===== src/rtl/clkctl_pkg.sv =====
package clkctl_pkg;
  typedef enum logic [2:0] {
    S_IDLE,
    S_RX,
    S_RX_ACK,
    S_TX,
    S_TX_ACK
  } bus_state_e;

  typedef enum logic [1:0] {
    P_ADDR,
    P_CMD,
    P_CNT,
    P_DATA
  } byte_phase_e;
endpackage


===== src/rtl/clkctl_bus_sync.sv =====
module clkctl_bus_sync #(
  parameter int SYNC_STAGES = 2
) (
  input  logic clk,
  input  logic rst,
  input  logic scl_i,
  input  logic sda_i,
  output logic sda_s,
  output logic scl_rise,
  output logic scl_fall,
  output logic start_det,
  output logic stop_det
);
  // stage SYNC_STAGES-1 is the synchronised value, stage SYNC_STAGES its last-cycle copy
  logic [SYNC_STAGES:0] scl_p, sda_p;
  logic scl_s, scl_q, sda_q;

  always_ff @(posedge clk) begin
    if (rst) begin
      scl_p <= '1;
      sda_p <= '1;
    end else begin
      scl_p <= {scl_p[SYNC_STAGES-1:0], scl_i};
      sda_p <= {sda_p[SYNC_STAGES-1:0], sda_i};
    end
  end

  assign scl_s     = scl_p[SYNC_STAGES-1];
  assign scl_q     = scl_p[SYNC_STAGES];
  assign sda_s     = sda_p[SYNC_STAGES-1];
  assign sda_q     = sda_p[SYNC_STAGES];
  assign scl_rise  = scl_s & ~scl_q;
  assign scl_fall  = ~scl_s & scl_q;
  assign start_det = scl_s & scl_q & sda_q & ~sda_s;
  assign stop_det  = scl_s & scl_q & ~sda_q & sda_s;
endmodule


===== src/rtl/clkctl_byte_engine.sv =====
module clkctl_byte_engine
  import clkctl_pkg::*;
#(
  parameter int         NUM_REGS = 8,
  parameter logic [6:0] DEV_ADDR = 7'b1101001,
  parameter int         PTR_W    = $clog2(NUM_REGS + 1)
) (
  input  logic             clk,
  input  logic             rst,
  input  logic             sda_s,
  input  logic             scl_rise,
  input  logic             scl_fall,
  input  logic             start_det,
  input  logic             stop_det,
  input  logic [7:0]       rd_data,
  output logic             sda_oe,
  output logic             reg_we,
  output logic [PTR_W-1:0] reg_ptr,
  output logic [7:0]       wr_data
);
  localparam logic [PTR_W-1:0] PTR_END = PTR_W'(NUM_REGS);

  bus_state_e  state;
  byte_phase_e phase;
  logic [3:0]  bit_cnt;
  logic [7:0]  shreg;
  logic        is_read, mst_ack;
  logic        byte_done, addr_hit;
  logic [PTR_W-1:0] ptr_inc;

  assign byte_done = (state == S_RX) && scl_fall && (bit_cnt == 4'd8);
  assign addr_hit  = (shreg[7:1] == DEV_ADDR);
  assign ptr_inc   = (reg_ptr == PTR_END) ? reg_ptr : reg_ptr + 1'b1;
  assign reg_we    = byte_done && (phase == P_DATA) && (reg_ptr != PTR_END)
                     && !start_det && !stop_det;
  assign wr_data   = shreg;

  always_ff @(posedge clk) begin
    if (rst) begin
      state   <= S_IDLE;
      phase   <= P_ADDR;
      bit_cnt <= '0;
      shreg   <= '0;
      is_read <= 1'b0;
      mst_ack <= 1'b0;
      sda_oe  <= 1'b0;
      reg_ptr <= '0;
    end else if (start_det) begin
      state   <= S_RX;
      phase   <= P_ADDR;
      bit_cnt <= '0;
      reg_ptr <= '0;
      is_read <= 1'b0;
      sda_oe  <= 1'b0;
    end else if (stop_det) begin
      state   <= S_IDLE;
      sda_oe  <= 1'b0;
    end else begin
      unique case (state)
        S_RX: begin
          if (scl_rise && bit_cnt < 4'd8) begin
            shreg   <= {shreg[6:0], sda_s};
            bit_cnt <= bit_cnt + 4'd1;
          end else if (byte_done) begin
            bit_cnt <= '0;
            unique case (phase)
              P_ADDR: begin
                if (addr_hit) begin
                  sda_oe  <= 1'b1;
                  is_read <= shreg[0];
                  phase   <= P_CMD;
                  state   <= S_RX_ACK;
                end else begin
                  state   <= S_IDLE;
                end
              end
              P_CMD: begin
                sda_oe <= 1'b1;
                phase  <= P_CNT;
                state  <= S_RX_ACK;
              end
              P_CNT: begin
                sda_oe <= 1'b1;
                phase  <= P_DATA;
                state  <= S_RX_ACK;
              end
              default: begin
                sda_oe  <= 1'b1;
                reg_ptr <= ptr_inc;
                state   <= S_RX_ACK;
              end
            endcase
          end
        end
        S_RX_ACK: begin
          if (scl_fall) begin
            bit_cnt <= '0;
            if (is_read) begin
              shreg  <= rd_data;
              sda_oe <= ~rd_data[7];
              state  <= S_TX;
            end else begin
              sda_oe <= 1'b0;
              state  <= S_RX;
            end
          end
        end
        S_TX: begin
          if (scl_fall) begin
            if (bit_cnt == 4'd7) begin
              sda_oe  <= 1'b0;
              reg_ptr <= ptr_inc;
              state   <= S_TX_ACK;
            end else begin
              bit_cnt <= bit_cnt + 4'd1;
              shreg   <= {shreg[6:0], 1'b0};
              sda_oe  <= ~shreg[6];
            end
          end
        end
        S_TX_ACK: begin
          if (scl_rise) begin
            mst_ack <= ~sda_s;
          end else if (scl_fall) begin
            bit_cnt <= '0;
            if (mst_ack) begin
              shreg  <= rd_data;
              sda_oe <= ~rd_data[7];
              state  <= S_TX;
            end else begin
              state  <= S_IDLE;
            end
          end
        end
        default: begin
          sda_oe <= 1'b0;
        end
      endcase
    end
  end
endmodule


===== src/rtl/clkctl_regfile.sv =====
module clkctl_regfile #(
  parameter int         NUM_REGS   = 8,
  parameter int         PTR_W      = $clog2(NUM_REGS + 1),
  parameter logic [7:0] RESET_BYTE = 8'hFF
) (
  input  logic                  clk,
  input  logic                  rst,
  input  logic                  we,
  input  logic [PTR_W-1:0]      ptr,
  input  logic [7:0]            wdata,
  output logic [7:0]            rd_data,
  output logic [NUM_REGS*8-1:0] out_en
);
  localparam int IDX_W = (NUM_REGS > 1) ? $clog2(NUM_REGS) : 1;
  localparam logic [PTR_W-1:0] PTR_END = PTR_W'(NUM_REGS);

  logic [7:0] regs [NUM_REGS];
  logic       in_range;

  assign in_range = (ptr < PTR_END);

  always_ff @(posedge clk) begin
    if (rst) begin
      for (int i = 0; i < NUM_REGS; i++) regs[i] <= RESET_BYTE;
    end else if (we && in_range) begin
      regs[ptr[IDX_W-1:0]] <= wdata;
    end
  end

  assign rd_data = in_range ? regs[ptr[IDX_W-1:0]] : 8'hFF;

  for (genvar g = 0; g < NUM_REGS; g++) begin : g_out
    assign out_en[g*8 +: 8] = regs[g];
  end
endmodule


===== src/rtl/clkctl_i2c_slave.sv =====
module clkctl_i2c_slave #(
  parameter int         NUM_REGS    = 8,
  parameter logic [6:0] DEV_ADDR    = 7'b1101001,
  parameter logic [7:0] RESET_BYTE  = 8'hFF,
  parameter int         SYNC_STAGES = 2
) (
  input  logic                  clk,
  input  logic                  rst,
  input  logic                  scl_i,
  input  logic                  sda_i,
  output logic                  sda_oe,
  output logic [NUM_REGS*8-1:0] out_en
);
  localparam int PTR_W = $clog2(NUM_REGS + 1);

  logic             sda_s, scl_rise, scl_fall, start_det, stop_det;
  logic             reg_we;
  logic [PTR_W-1:0] reg_ptr;
  logic [7:0]       wr_data, rd_data;

  clkctl_bus_sync #(.SYNC_STAGES(SYNC_STAGES)) u_sync (
    .clk(clk), .rst(rst), .scl_i(scl_i), .sda_i(sda_i),
    .sda_s(sda_s), .scl_rise(scl_rise), .scl_fall(scl_fall),
    .start_det(start_det), .stop_det(stop_det)
  );

  clkctl_byte_engine #(.NUM_REGS(NUM_REGS), .DEV_ADDR(DEV_ADDR), .PTR_W(PTR_W)) u_eng (
    .clk(clk), .rst(rst), .sda_s(sda_s), .scl_rise(scl_rise), .scl_fall(scl_fall),
    .start_det(start_det), .stop_det(stop_det), .rd_data(rd_data),
    .sda_oe(sda_oe), .reg_we(reg_we), .reg_ptr(reg_ptr), .wr_data(wr_data)
  );

  clkctl_regfile #(.NUM_REGS(NUM_REGS), .PTR_W(PTR_W), .RESET_BYTE(RESET_BYTE)) u_regs (
    .clk(clk), .rst(rst), .we(reg_we), .ptr(reg_ptr), .wdata(wr_data),
    .rd_data(rd_data), .out_en(out_en)
  );
endmodule


===== config.mk =====
export PLATFORM = sky130hd
export DESIGN_NAME = clkctl_i2c_slave
export DESIGN_NICKNAME = d
export VERILOG_FILES = /design/src/rtl/clkctl_pkg.sv /design/src/rtl/clkctl_bus_sync.sv /design/src/rtl/clkctl_byte_engine.sv /design/src/rtl/clkctl_regfile.sv /design/src/rtl/clkctl_i2c_slave.sv
export SDC_FILE = /design/constraint.sdc
export NUM_CORES = 1
export LEC_CHECK = 0
export BUFFER_PORTS_ARGS = -buffer_cell sky130_fd_sc_hd__buf_2
export CAP_MARGIN = 20
export CORE_MARGIN = 2
export CORE_UTILIZATION = 30
export CTS_BUF_LIST = sky130_fd_sc_hd__clkbuf_16
export CTS_CLUSTER_SIZE = 25
export DETAILED_ROUTE_END_ITERATION = 6
export PLACE_DENSITY = 0.55
export SLEW_MARGIN = 20
export SYNTH_ARGS = -nofsm -noshare
export SYNTH_HDL_FRONTEND = slang
export SYNTH_SLANG_ARGS = --single-unit

===== constraint.sdc =====
create_clock -name clk -period 4.6 [get_ports clk]
set_input_delay 1.15 -clock clk [delete_from_list [all_inputs] [get_ports clk]]
set_output_delay 1.15 -clock clk [all_outputs]
set_load 0.05 [all_outputs]

Word-level counts from Yosys, hierarchy flattened
Memories as Yosys holds them, arrays and structs flattened. A register that Yosys moved wholly into a read port is not among the register bits.
Cells that the tools add are included.
{ "totals": {"mem_bits_rw": 64, "elab_cells": 156, "input_bits": 4, "memories": 1, "register_bits": 30, "out_inout_bits": 65} }
{ "op_classes": {"mux": 62, "n_addsub": 2, "bitwise": 16, "order_cmp": 2, "n_eq_ne": 34, "n_reduce_logical": 28} }
{ "mem_list": {"columns": ["name", "words", "width", "read_ports", "rd_ports_with_merged_regs", "wr", "line_no", "source"], "rows": [
  ["u_regs.regs", 8, 8, 9, 1, 8, "clkctl_regfile.sv:17", "logic [7:0] regs [NUM_REGS];"]
]} }
{ "op_table": {"columns": ["op", "count"], "rows": [
  ["$mux 8", 10],
  ["$mux 4", 12],
  ["$pmux 8 s4", 1],
  ["$mux 3", 10],
  ["$reduce_and 8->1", 3],
  ["$ne 4x1->1 const B", 5],
  ["$mux 1", 19],
  ["$reduce_and 6->1", 3],
  ["$ne 2x1->1 const B", 8],
  ["$pmux 4 s4", 1],
  ["$pmux 3 s4", 1],
  ["$reduce_and 11->1", 1],
  ["$mux 2", 5],
  ["$ne 2x2->1 const B", 5],
  ["$not 1->1", 9],
  ["$add 4x1->4 const B", 2],
  ["$eq 4x4->1 const B", 2],
  ["$logic_and 1x1->1", 8],
  ["$lt 4x4->1 const B", 2],
  ["$ne 4x4->1 const B", 2],
  ["$pmux 4 s2", 1],
  ["$reduce_or 8->1", 1],
  ["$and 1x1->1", 7],
  ["$eq 7x7->1 const B", 1],
  ["20 further kinds", 25]
]} }

Logic depth before layout (Yosys ltp)
Gate-level depths: netlist of run 1.
{ "depth": {"word_depth": 14, "depth_mapped": 9, "mapped_depth_nobuf": 7} }

By module
From an unflattened synthesis of run 1, not the netlist that was laid out.
{ "unflattened": {"cells_unflattened": 436, "hier_area_um2": 5004.8} }
{ "by_module_without_submodules": {"columns": ["mod", "n_inst", "seq_area_each_um2", "cells_each", "area_per_inst_um2"], "rows": [
  ["clkctl_regfile", 1, 1921.8, 229, 3061.7],
  ["clkctl_byte_engine", 1, 480.5, 191, 1752.9],
  ["clkctl_bus_sync", 1, 120.1, 16, 190.2]
]} }

Least setup slack after synthesis of run 1
Ideal clock, no wire load.
{ "synth_path": {"path_type": "input port to flip-flop", "startpoint": "in rst", "endpoint": "mem u_regs.regs[5][0], enable pin", "n_path_buf": 2, "setup_slack_ns": 1.628, "setup_ns": 0.334, "required_time_ns": 4.266, "stages": 6, "t_arrival_ns": 2.637, "path_cell_list": "clkbuf_1 -> a31oi_1 -> nand4_1 -> or3b_2 -> clkbuf_1 -> nand2b_1"} }
{ "synth_rtl": {"columns": ["element", "line_no", "source"], "rows": [
  ["from (decl)", "clkctl_i2c_slave.sv:8", "input logic rst,"],
  ["to (decl)", "clkctl_regfile.sv:17", null]
]} }

==> results of run 1 <==
==> kinds of logic after synthesis <==
| family | count (synthesis) | synth area share [%] |
|---|---|---|
| AO/OA/AOI/OAI | 66 | 10.9 |
| XOR/XNOR | 4 | 0.750 |
| adder cells (fa/ha/maj) | 8 | 2.14 |
| buffers and inverters | 31 | 2.68 |
| flip-flops | 97 | 55.2 |
| multiplexers | 43 | 10.3 |
| AND/OR/NAND/NOR | 170 | 17.9 |
==> metal layers <==
metal | vias up | track usage, %
li1 | 1655 | -
met1 | 1678 | 20.3
met2 | 157 | 24.0
met3 | 14 | 4.62
met4 | 0 | 3.77
met5 | - | 0
==> stage by stage <==
step	total power [mW]	util [%]	std cells
after detailed placement	1.01	34.1	655
after CTS	1.78	36.1	671
final	1.76	36.1	671
after floorplan	0.997	-	419
after global routing	1.82	36.1	671
after global placement	1.01	34.1	655
==> cell usage after synthesis (7+ instances only) <==
| library cell | instances | area [sq um] |
|---|---|---|
| edfxtp_1 | 64 | 1920 |
| nand2_1 | 62 | 233 |
| nor2_1 | 44 | 165 |
| mux2i_1 | 38 | 380 |
| dfxtp_1 | 33 | 661 |
| or2_2 | 16 | 100 |
| o22ai_1 | 13 | 81.3 |
| clkbuf_1 | 12 | 45.0 |
| ha_1 | 8 | 100 |
| inv_1 | 8 | 30.0 |
| o21ai_0 | 8 | 40.0 |
| or3_1 | 8 | 50.1 |
| buf_2 | 7 | 35.0 |
| nand2b_1 | 7 | 43.8 |
==> layout make-up <==
class / count / area (sq um)
fillers: 1506 / 9720
clock inverters: 7 / 82.6
flip-flops and latches: 97 / 2580
inverters: 8 / 30.0
multi-input cells: 291 / 1970
repair buffers: 71 / 363
clock buffers: 9 / 225
well taps: 188 / 235
==> sequential cells by signal, indices dropped and copies added (netlist names), named ones only <==
name	count
u_regs.regs	64
u_eng.wr_data	8
u_eng.bit_cnt	4
u_eng.reg_ptr	4
u_eng.state	3
u_sync.scl_p	3
u_sync.sda_p	3
u_eng.phase	2
u_eng.is_read	1
u_eng.mst_ack	1
u_eng.sda_oe	1
==> power by group <==
part	switching [mW]	internal, mW	total (mW)	leakage, nW
clock	0.339	0.431	0.770	0.150
combinational	0.0374	0.0166	0.0541	0.768
sequential	0.00775	0.929	0.937	0.711
==> cell usage in the layout, fill, tap and decap left out, types with 3 or more instances in the layout <==
cell	count
or2_2	16
dfxtp_1	32
a2111oi_0	3
mux4_2	4
inv_1	8
buf_2	68
nor3_1	4
nand3_1	4
mux2i_1	38
o32a_1	6
a211oi_1	5
nand2b_1	7
or3_1	8
nor2b_1	5
a21oi_1	5
a21o_1	5
xnor2_1	3
o22ai_1	13
nand2_1	62
nor2_1	44
buf_4	3
edfxtp_1	64
and3b_1	3
ha_1	8
clkbuf_16	9
o21ai_0	8
==> final timing paths <==
kind,from,slack [ps],endpoint
max reg2reg,u_eng.state[0],1430,u_regs.regs[3][5]
min,u_sync.sda_p[0],410,u_sync.sda_p[1]
max,rst,1130,u_regs.regs[3][5]
min reg2reg,u_sync.sda_p[0],410,u_sync.sda_p[1]
==> impl_metrics.toml, run 1 <==
[placement]
detailed_place_hpwl_um = 9180
dp_worst_setup_slack_ps = 786
dpl_cell_area_sq_um = 5180
gp_congestion = 0.824
port_buffers = 68

[timing]
setup_tns_ps = 0
fin_crit_ps = 3470
max_clock_freq_ghz = 0.288
skew_ps = 8.76
timing.final.ws_setup_ps = 1130
slew_viol_final = 0
hold_viol = 0
period_share_pct = 75.5
relSlewSlack_pct = 36.8
hold_slack_ps = 407
rsz0062_at_grt = "false"
setup_viol = 0
worst_slew_pin_slew_ps = 946

[synthesis]
syn_area_sq_um = 4670
syn-num-nets = 431
synthDistinctLibCells = 59
ys.flop_type = "edfxtp_1"
syn_inst = 419
synthArstFlopShare_pct = 0
seq_area_frac_synth_pct = 55.2
syn_area_per_cell_sq_um = 11.2
synth-edff-count = 64
ys_ff_latch = 97
yosysWarnings = 0

[clock_network]
clk_path_buf_depth = 2
post_cts_resize_count = 0
clk_latency_ps = 350
postCtsSetupBuffers = 0
clkSinkCount = 97
cts-buffers-inserted = 9
holdBufCountCts = 0
path_clk_slew_ps = 70
cts_tree = "done"
htreeDepth = 3
cts_root_buf = "clkbuf_16"

[floorplan]
num_rows = 45
die_x_um = 129
core_area_sq_um = 15200
initial_utilization_pct = 30.7
die_height_um = 129
io-pin-count = 69
dieArea_sq_um = 16600

[final_layout]
drive_gt1_share_pct = 24.6
area_growth_syn_to_layout_pct = 17.4
antenna_cells = 0
nets = 490
finalInstanceArea_sq_um = 5490

[global_route]
grt_pass1_wl_um = 18700
grt_pass1_vias = 3301
grt_usage_pct = 15.1
overflow = 0
grt_max_degree = 28
antenna_found_initial = 0

[critical_path]
path_max_fanout = 27
critPathArrivalTime_ps = 3500
max_stage_delay_ps = 690
crit_cells = 5
critPathTopFamily = "simple AND/OR/NAND/NOR gates"
cp_data_required_time_ps = 4620
end_kind = "flip-flop"
critical_path_buf_inv_count = 1
slowest_stage = "nor2_1"
path_cells = "buf_2 -> a31oi_1 -> nand4_1 -> nor2_1 -> a21o_1"
criticalPathCategory = "input pin to flip-flop"
cp-start-kind = "input pin"
rr_worst_depth = 5

[drt]
drt-total-wl_um = 12200
drtPass1Iterations = 6
ant_nets = 0
viasPerCell = 5.22
wl_met3_um = 978
post_drt_wl_per_cell_um = 18.2
top_layer = "met4"
drtIter0Drc = 299
wl_met1_um = 5440
drc = 0
dr_total_vias = 3504
wl_met2_um = 5660

[worst_hold_path]
hold_depth = 1
hold_class = "flip-flop to flip-flop"

[pwr]
ir_drop_v = 0.000162
power_density_nw_per_um2 = 321
leakage_nw = 1.63

[job]
maxCapViolations = 0

[outcome]
outcome = "finished clean"
No activity file was read; power rests on OpenSTA's default activity.
==> run 2, diff against run 1 <==
==> constraint.sdc (replaced) <==
create_clock -name clk -period 3.3 [get_ports clk]
set_input_delay 0.825 -clock clk [delete_from_list [all_inputs] [get_ports clk]]
set_output_delay 0.825 -clock clk [all_outputs]
set_load 0.05 [all_outputs]
==> run 2 against run 1 <==
Effect of this change: routed wire length up 1.8%; first-iteration DRC count is 30% lower; combinational power increased by 53%; flip-flop and latch count unchanged; global-route usage rose by 0.25 points; die area unchanged; utilization grew 0.15 points; register-to-register slack got worse by 830 ps; hold slack gained 4.9 ps; sequential power up 39%; sequential share of layout area decreased by 0.19 points; largest power group unchanged.
==> impl_metrics.toml, run 2 (same netlist as run 1, synthesis figures left out) <==
[outcome]
outcome = "finished clean"

[pwr]
leakage_nw = 1.65
sw_frac_of_total_pct = 23.0
p_seq_share_pct = 54.3
switching_power_uw = 551
power_frac_clock_pct = 42.2
ir_drop_v = 0.000226
power_density_nw_per_um2 = 435
p_comb_share_pct = 3.5
p_int_mw = 1.85

[critical_path]
end_kind = "flip-flop"
cp_data_required_time_ps = 3580
criticalPathCategory = "flip-flop to flip-flop"
cp-start-kind = "flip-flop"
critPathArrivalTime_ps = 2980
path_max_fanout = 12

[floorplan]
num_rows = 45
initial_utilization_pct = 30.7
core_area_sq_um = 15200
io-pin-count = 69
dieArea_sq_um = 16600
die_x_um = 129
die_height_um = 129

[placement]
port_buffers = 68
detailed_place_hpwl_um = 9260
place_inst = 661
gp_congestion = 0.827
dpl_cell_area_sq_um = 5220

[final_layout]
layout_common_cells = "buf_2, edfxtp_1, nand2_1, nor2_1, mux2i_1"
layout_commonest_cell = "buf_2"
multi_input_area_sq_um = 1970
fill_cells = 1521
final_util_pct = 36.2
antenna_cells = 0
drive_gt1_share_pct = 25.4
finalInstanceArea_sq_um = 5510
top_register = "u_regs.regs"
nets = 496
seqCellArea_sq_um = 2580
area_growth_syn_to_layout_pct = 17.9
finalNonFillerCells = 677
largest_register_ffs = 64

[timing]
fin_crit_ps = 2700
max_clock_freq_ghz = 0.370
relSlewSlack_pct = 38.3
setup_tns_ps = 0
skew_ps = 8.22
period_share_pct = 81.8
hold_viol = 0
worst_slew_pin_slew_ps = 924
slew_viol_final = 0
rsz0062_at_grt = "false"
setup_viol = 0

[drt]
ant_nets = 0
dr_total_vias = 3606
drtPass1Iterations = 5
viasPerCell = 5.33
drtIter0Drc = 210
post_drt_wl_per_cell_um = 18.4
drt-total-wl_um = 12500
drc = 0

[clock_network]
cts_tree = "done"
cts-buffers-inserted = 9
cts_root_buf = "clkbuf_16"
clk_path_buf_depth = 2
path_clk_slew_ps = 70
holdBufCountCts = 0
post_cts_resize_count = 0
clk_latency_ps = 350
postCtsSetupBuffers = 0
clkSinkCount = 97
htreeDepth = 3

[global_route]
grt_pass1_vias = 3448
grt_usage_pct = 15.4
grt_max_degree = 27
overflow = 0
antenna_found_initial = 1
grt_pass1_wl_um = 19200

[job]
maxCapViolations = 0

[worst_hold_path]
hold_class = "flip-flop to flip-flop"
==> run 2: changes by cell type in the layout (fill, tap and decap cells not counted) <==
cell and delta:
buf_4 +6, inv_6 +1, bufinv_16 -1, clkinv_2 -1
clkinv_1 +1
==> run 2: area by class of cell <==
type | instances | area share [%]
Timing Repair Buffer | 77 | 7.40
Clock inverter | 7 | 1.09
Tap cell | 188 | 4.27
Inverter | 8 | 0.545
Sequential cell | 97 | 46.9
Multi-Input combinational cell | 291 | 35.7
Clock buffer | 9 | 4.09
==> run 2: through the flow <==
| step | worst slack, ps | hold WS (ps) | power [mW] |
|---|---|---|---|
| 2_1_floorplan | 653 | 389 | 1.39 |
| 3_3_place_gp | 488 | 395 | 1.41 |
| 3_5_place_dp | 403 | 396 | 1.41 |
| 4_1_cts | 621 | 416 | 2.42 |
| 5_1_grt | 325 | 430 | 2.47 |
| 6_report | 599 | 412 | 2.40 |
==> run 2: power by group through the flow <==
| stage | sequential (mW) | combinational (mW) | clock (mW) |
|---|---|---|---|
| floorplan | 1.34 | 0.0538 | 0 |
| global placement | 1.33 | 0.0815 | 0 |
| detailed placement | 1.33 | 0.0827 | 0 |
| CTS | 1.30 | 0.0836 | 1.03 |
| global route | 1.30 | 0.0909 | 1.08 |
| finish | 1.30 | 0.0830 | 1.01 |
==> run 2: metal layers <==
layer	up-vias	track usage, %	wire length, um
li1	1666	-	-
met1	1777	20.6	5510
met2	141	24.1	5820
met3	20	4.16	842
met4	2	5.31	281
met5	-	0	11
==> run 2: worst paths after layout <==
| check | cells past startpoint | slack, ps | from | end |
|---|---|---|---|---|
| hold reg to reg | 1 | 410 | u_sync.sda_p[0] | u_sync.sda_p[1] |
| setup / recovery | 5 | 600 | u_eng.state[1] | u_eng.bit_cnt[0] |
| setup reg to reg | 5 | 600 | u_eng.state[1] | u_eng.bit_cnt[0] |
| hold / removal | 1 | 410 | u_sync.sda_p[0] | u_sync.sda_p[1] |
==> run 2: critical path, cell delays in order (launching register included) <==
cell	delay, ps
dfxtp_1	590
nor2b_1	800
o22ai_1	280
a2111oi_0	690
nand2_1	110
a21oi_1	160
==> run 3, diff against run 2 <==
--- a/config.mk
+++ b/config.mk
@@ -12,7 +12,7 @@
 export CTS_BUF_LIST = sky130_fd_sc_hd__clkbuf_16
 export CTS_CLUSTER_SIZE = 25
 export DETAILED_ROUTE_END_ITERATION = 6
-export PLACE_DENSITY = 0.55
+export PLACE_DENSITY = 0.57
 export SLEW_MARGIN = 20
 export SYNTH_ARGS = -nofsm -noshare
 export SYNTH_HDL_FRONTEND = slang
==> constraint.sdc (replaced) <==
create_clock -name clk -period 2.3 [get_ports clk]
set_input_delay 0.575 -clock clk [delete_from_list [all_inputs] [get_ports clk]]
set_output_delay 0.575 -clock clk [all_outputs]
set_load 0.05 [all_outputs]
==> run 3 against run 2 <==
Effect of this change: clock power rose by 42%; critical path depth unchanged; highest routed layer is now met4; utilization grew 1.3 points; clock skew hardly changed; clock-buffer cell count unchanged; power is 43% higher; non-clock buffer count rose by 26; combinational power up 59%; largest power group unchanged; global-route usage shrank 0.18 points.
==> impl_metrics.toml, run 3 (same netlist as run 1, synthesis figures left out) <==
[global_route]
overflow = 0
grt_max_degree = 27
grt_pass1_vias = 3435
grt_pass1_wl_um = 19000
grt_usage_pct = 15.2
antenna_found_initial = 0

[worst_hold_path]
hold_class = "input pin to flip-flop"

[final_layout]
area_growth_syn_to_layout_pct = 22.0
finalNonFillerCells = 702
top_register = "u_regs.regs"
antenna_cells = 0
final_util_pct = 37.5
largest_register_ffs = 64
nets = 522
layout_commonest_cell = "buf_2"
drive_gt1_share_pct = 29.6
layout_common_cells = "buf_2, edfxtp_1, nand2_1, nor2_1, mux2i_1"

[clock_network]
holdBufCountCts = 0
path_clk_slew_ps = 70
clkSinkCount = 97
cts-buffers-inserted = 9
clk_path_buf_depth = 2
cts_tree = "done"
htreeDepth = 3
clk_latency_ps = 350
cts_root_buf = "clkbuf_16"

[timing]
setup_tns_ps = 0
period_share_pct = 97.0
max_clock_freq_ghz = 0.448
slew_viol_final = 0
skew_ps = 7.90
hold_slack_ps = 406
setup_viol = 0
worst_slew_pin_slew_ps = 767
relSlewSlack_pct = 48.3
fin_crit_ps = 2230
rsz0062_at_grt = "false"
hold_viol = 0

[pwr]
leakage_nw = 1.77
power_density_nw_per_um2 = 602
ir_drop_v = 0.000382
power.total_mw = 3.43

[floorplan]
core_area_sq_um = 15200
num_rows = 45
dieArea_sq_um = 16600
io-pin-count = 69
initial_utilization_pct = 30.7
die_height_um = 129
die_x_um = 129

[drt]
ant_nets = 0
viasPerCell = 5.11
post_drt_wl_per_cell_um = 17.6
drtIter0Drc = 245
drtPass1Iterations = 4
drc = 0
drt-total-wl_um = 12300
dr_total_vias = 3587

[critical_path]
critPathArrivalTime_ps = 2510
reg2reg_slack_ps = 70
path_max_fanout = 4
cp-start-kind = "flip-flop"
cp_data_required_time_ps = 2580
rr_worst_depth = 5
end_kind = "flip-flop"
cp-endpoint = "u_eng.sda_oe"
r2r_end = "u_eng.sda_oe"
criticalPathCategory = "flip-flop to flip-flop"

[placement]
port_buffers = 68
place_inst = 687
detailed_place_hpwl_um = 9450
gp_congestion = 0.870

[outcome]
outcome = "finished clean"

[job]
maxCapViolations = 0
-- run 3: cell count changes in the layout (fill, tap and decap cells not counted) --
cell and change:
clkinvlp_4 +2, clkinv_4 -1, nand2b_2 +1, nand2b_1 -1, a31oi_2 +1, inv_8 -1, buf_4 +26, a31oi_1 -1
clkinv_1 -1
-- run 3: cell type report --
cell class                      instances  area [sq um]
Sequential cell                        97          2580
Multi-Input combinational cell        291          1980
Timing Repair Buffer                  103           603
Inverter                                8          30.0
Fill cell                            1534          9500
Clock buffer                            9           225
Clock inverter                          6          51.3
Tap cell                              188           235
-- run 3: what timing repair did --
action,4_1_cts,5_1_grt
setup buffers,0,0
endpoints found under the setup margin,0,8
gates resized for setup,0,1
-- run 3: critical path, cell delays in order (launching register included) --
cell and delay, ps:
dfxtp_2 390, mux4_2 550, mux2i_1 300, a32oi_1 180
or4b_2 650, o21ai_0 90
-- run 3: routing by layer --
layer	global-route usage [%]	part of all wire (%)
met5	0	0
met4	4.80	2.0
met3	3.91	6.0
met2	25.1	48
met1	19.5	44
-- run 3: worst min path at each step --
| stage | from | to | slack [ps] | depth (start not counted) |
|---|---|---|---|---|
| floorplan | u_sync.scl_p[0] | u_sync.scl_p[1] | 390 | 1 |
| global placement | u_sync.sda_p[0] | u_sync.sda_p[1] | 400 | 1 |
| detailed placement | u_sync.sda_p[0] | u_sync.sda_p[1] | 390 | 1 |
| CTS | scl_i | u_sync.scl_p[0] | 390 | 2 |
| global route | sda_i | u_sync.sda_p[0] | 390 | 2 |
| finish | sda_i | u_sync.sda_p[0] | 410 | 2 |
-- run 3: per-stage QoR --
stage               setup slack [ps]  area (sq um)
finish                          67.9          5700
global route                    20.5          5700
global placement                80.6          5430
detailed placement              25.8          5430
CTS                             52.8          5700
floorplan                       4.28          4680
-- run 3: power by group --
| group | leakage, nW | switching (mW) | total [mW] | internal (mW) |
|---|---|---|---|---|
| Combinational | 0.934 | 0.0863 | 0.132 | 0.0456 |
| Clock | 0.126 | 0.692 | 1.43 | 0.743 |
| Sequential | 0.711 | 0.00844 | 1.87 | 1.86 |
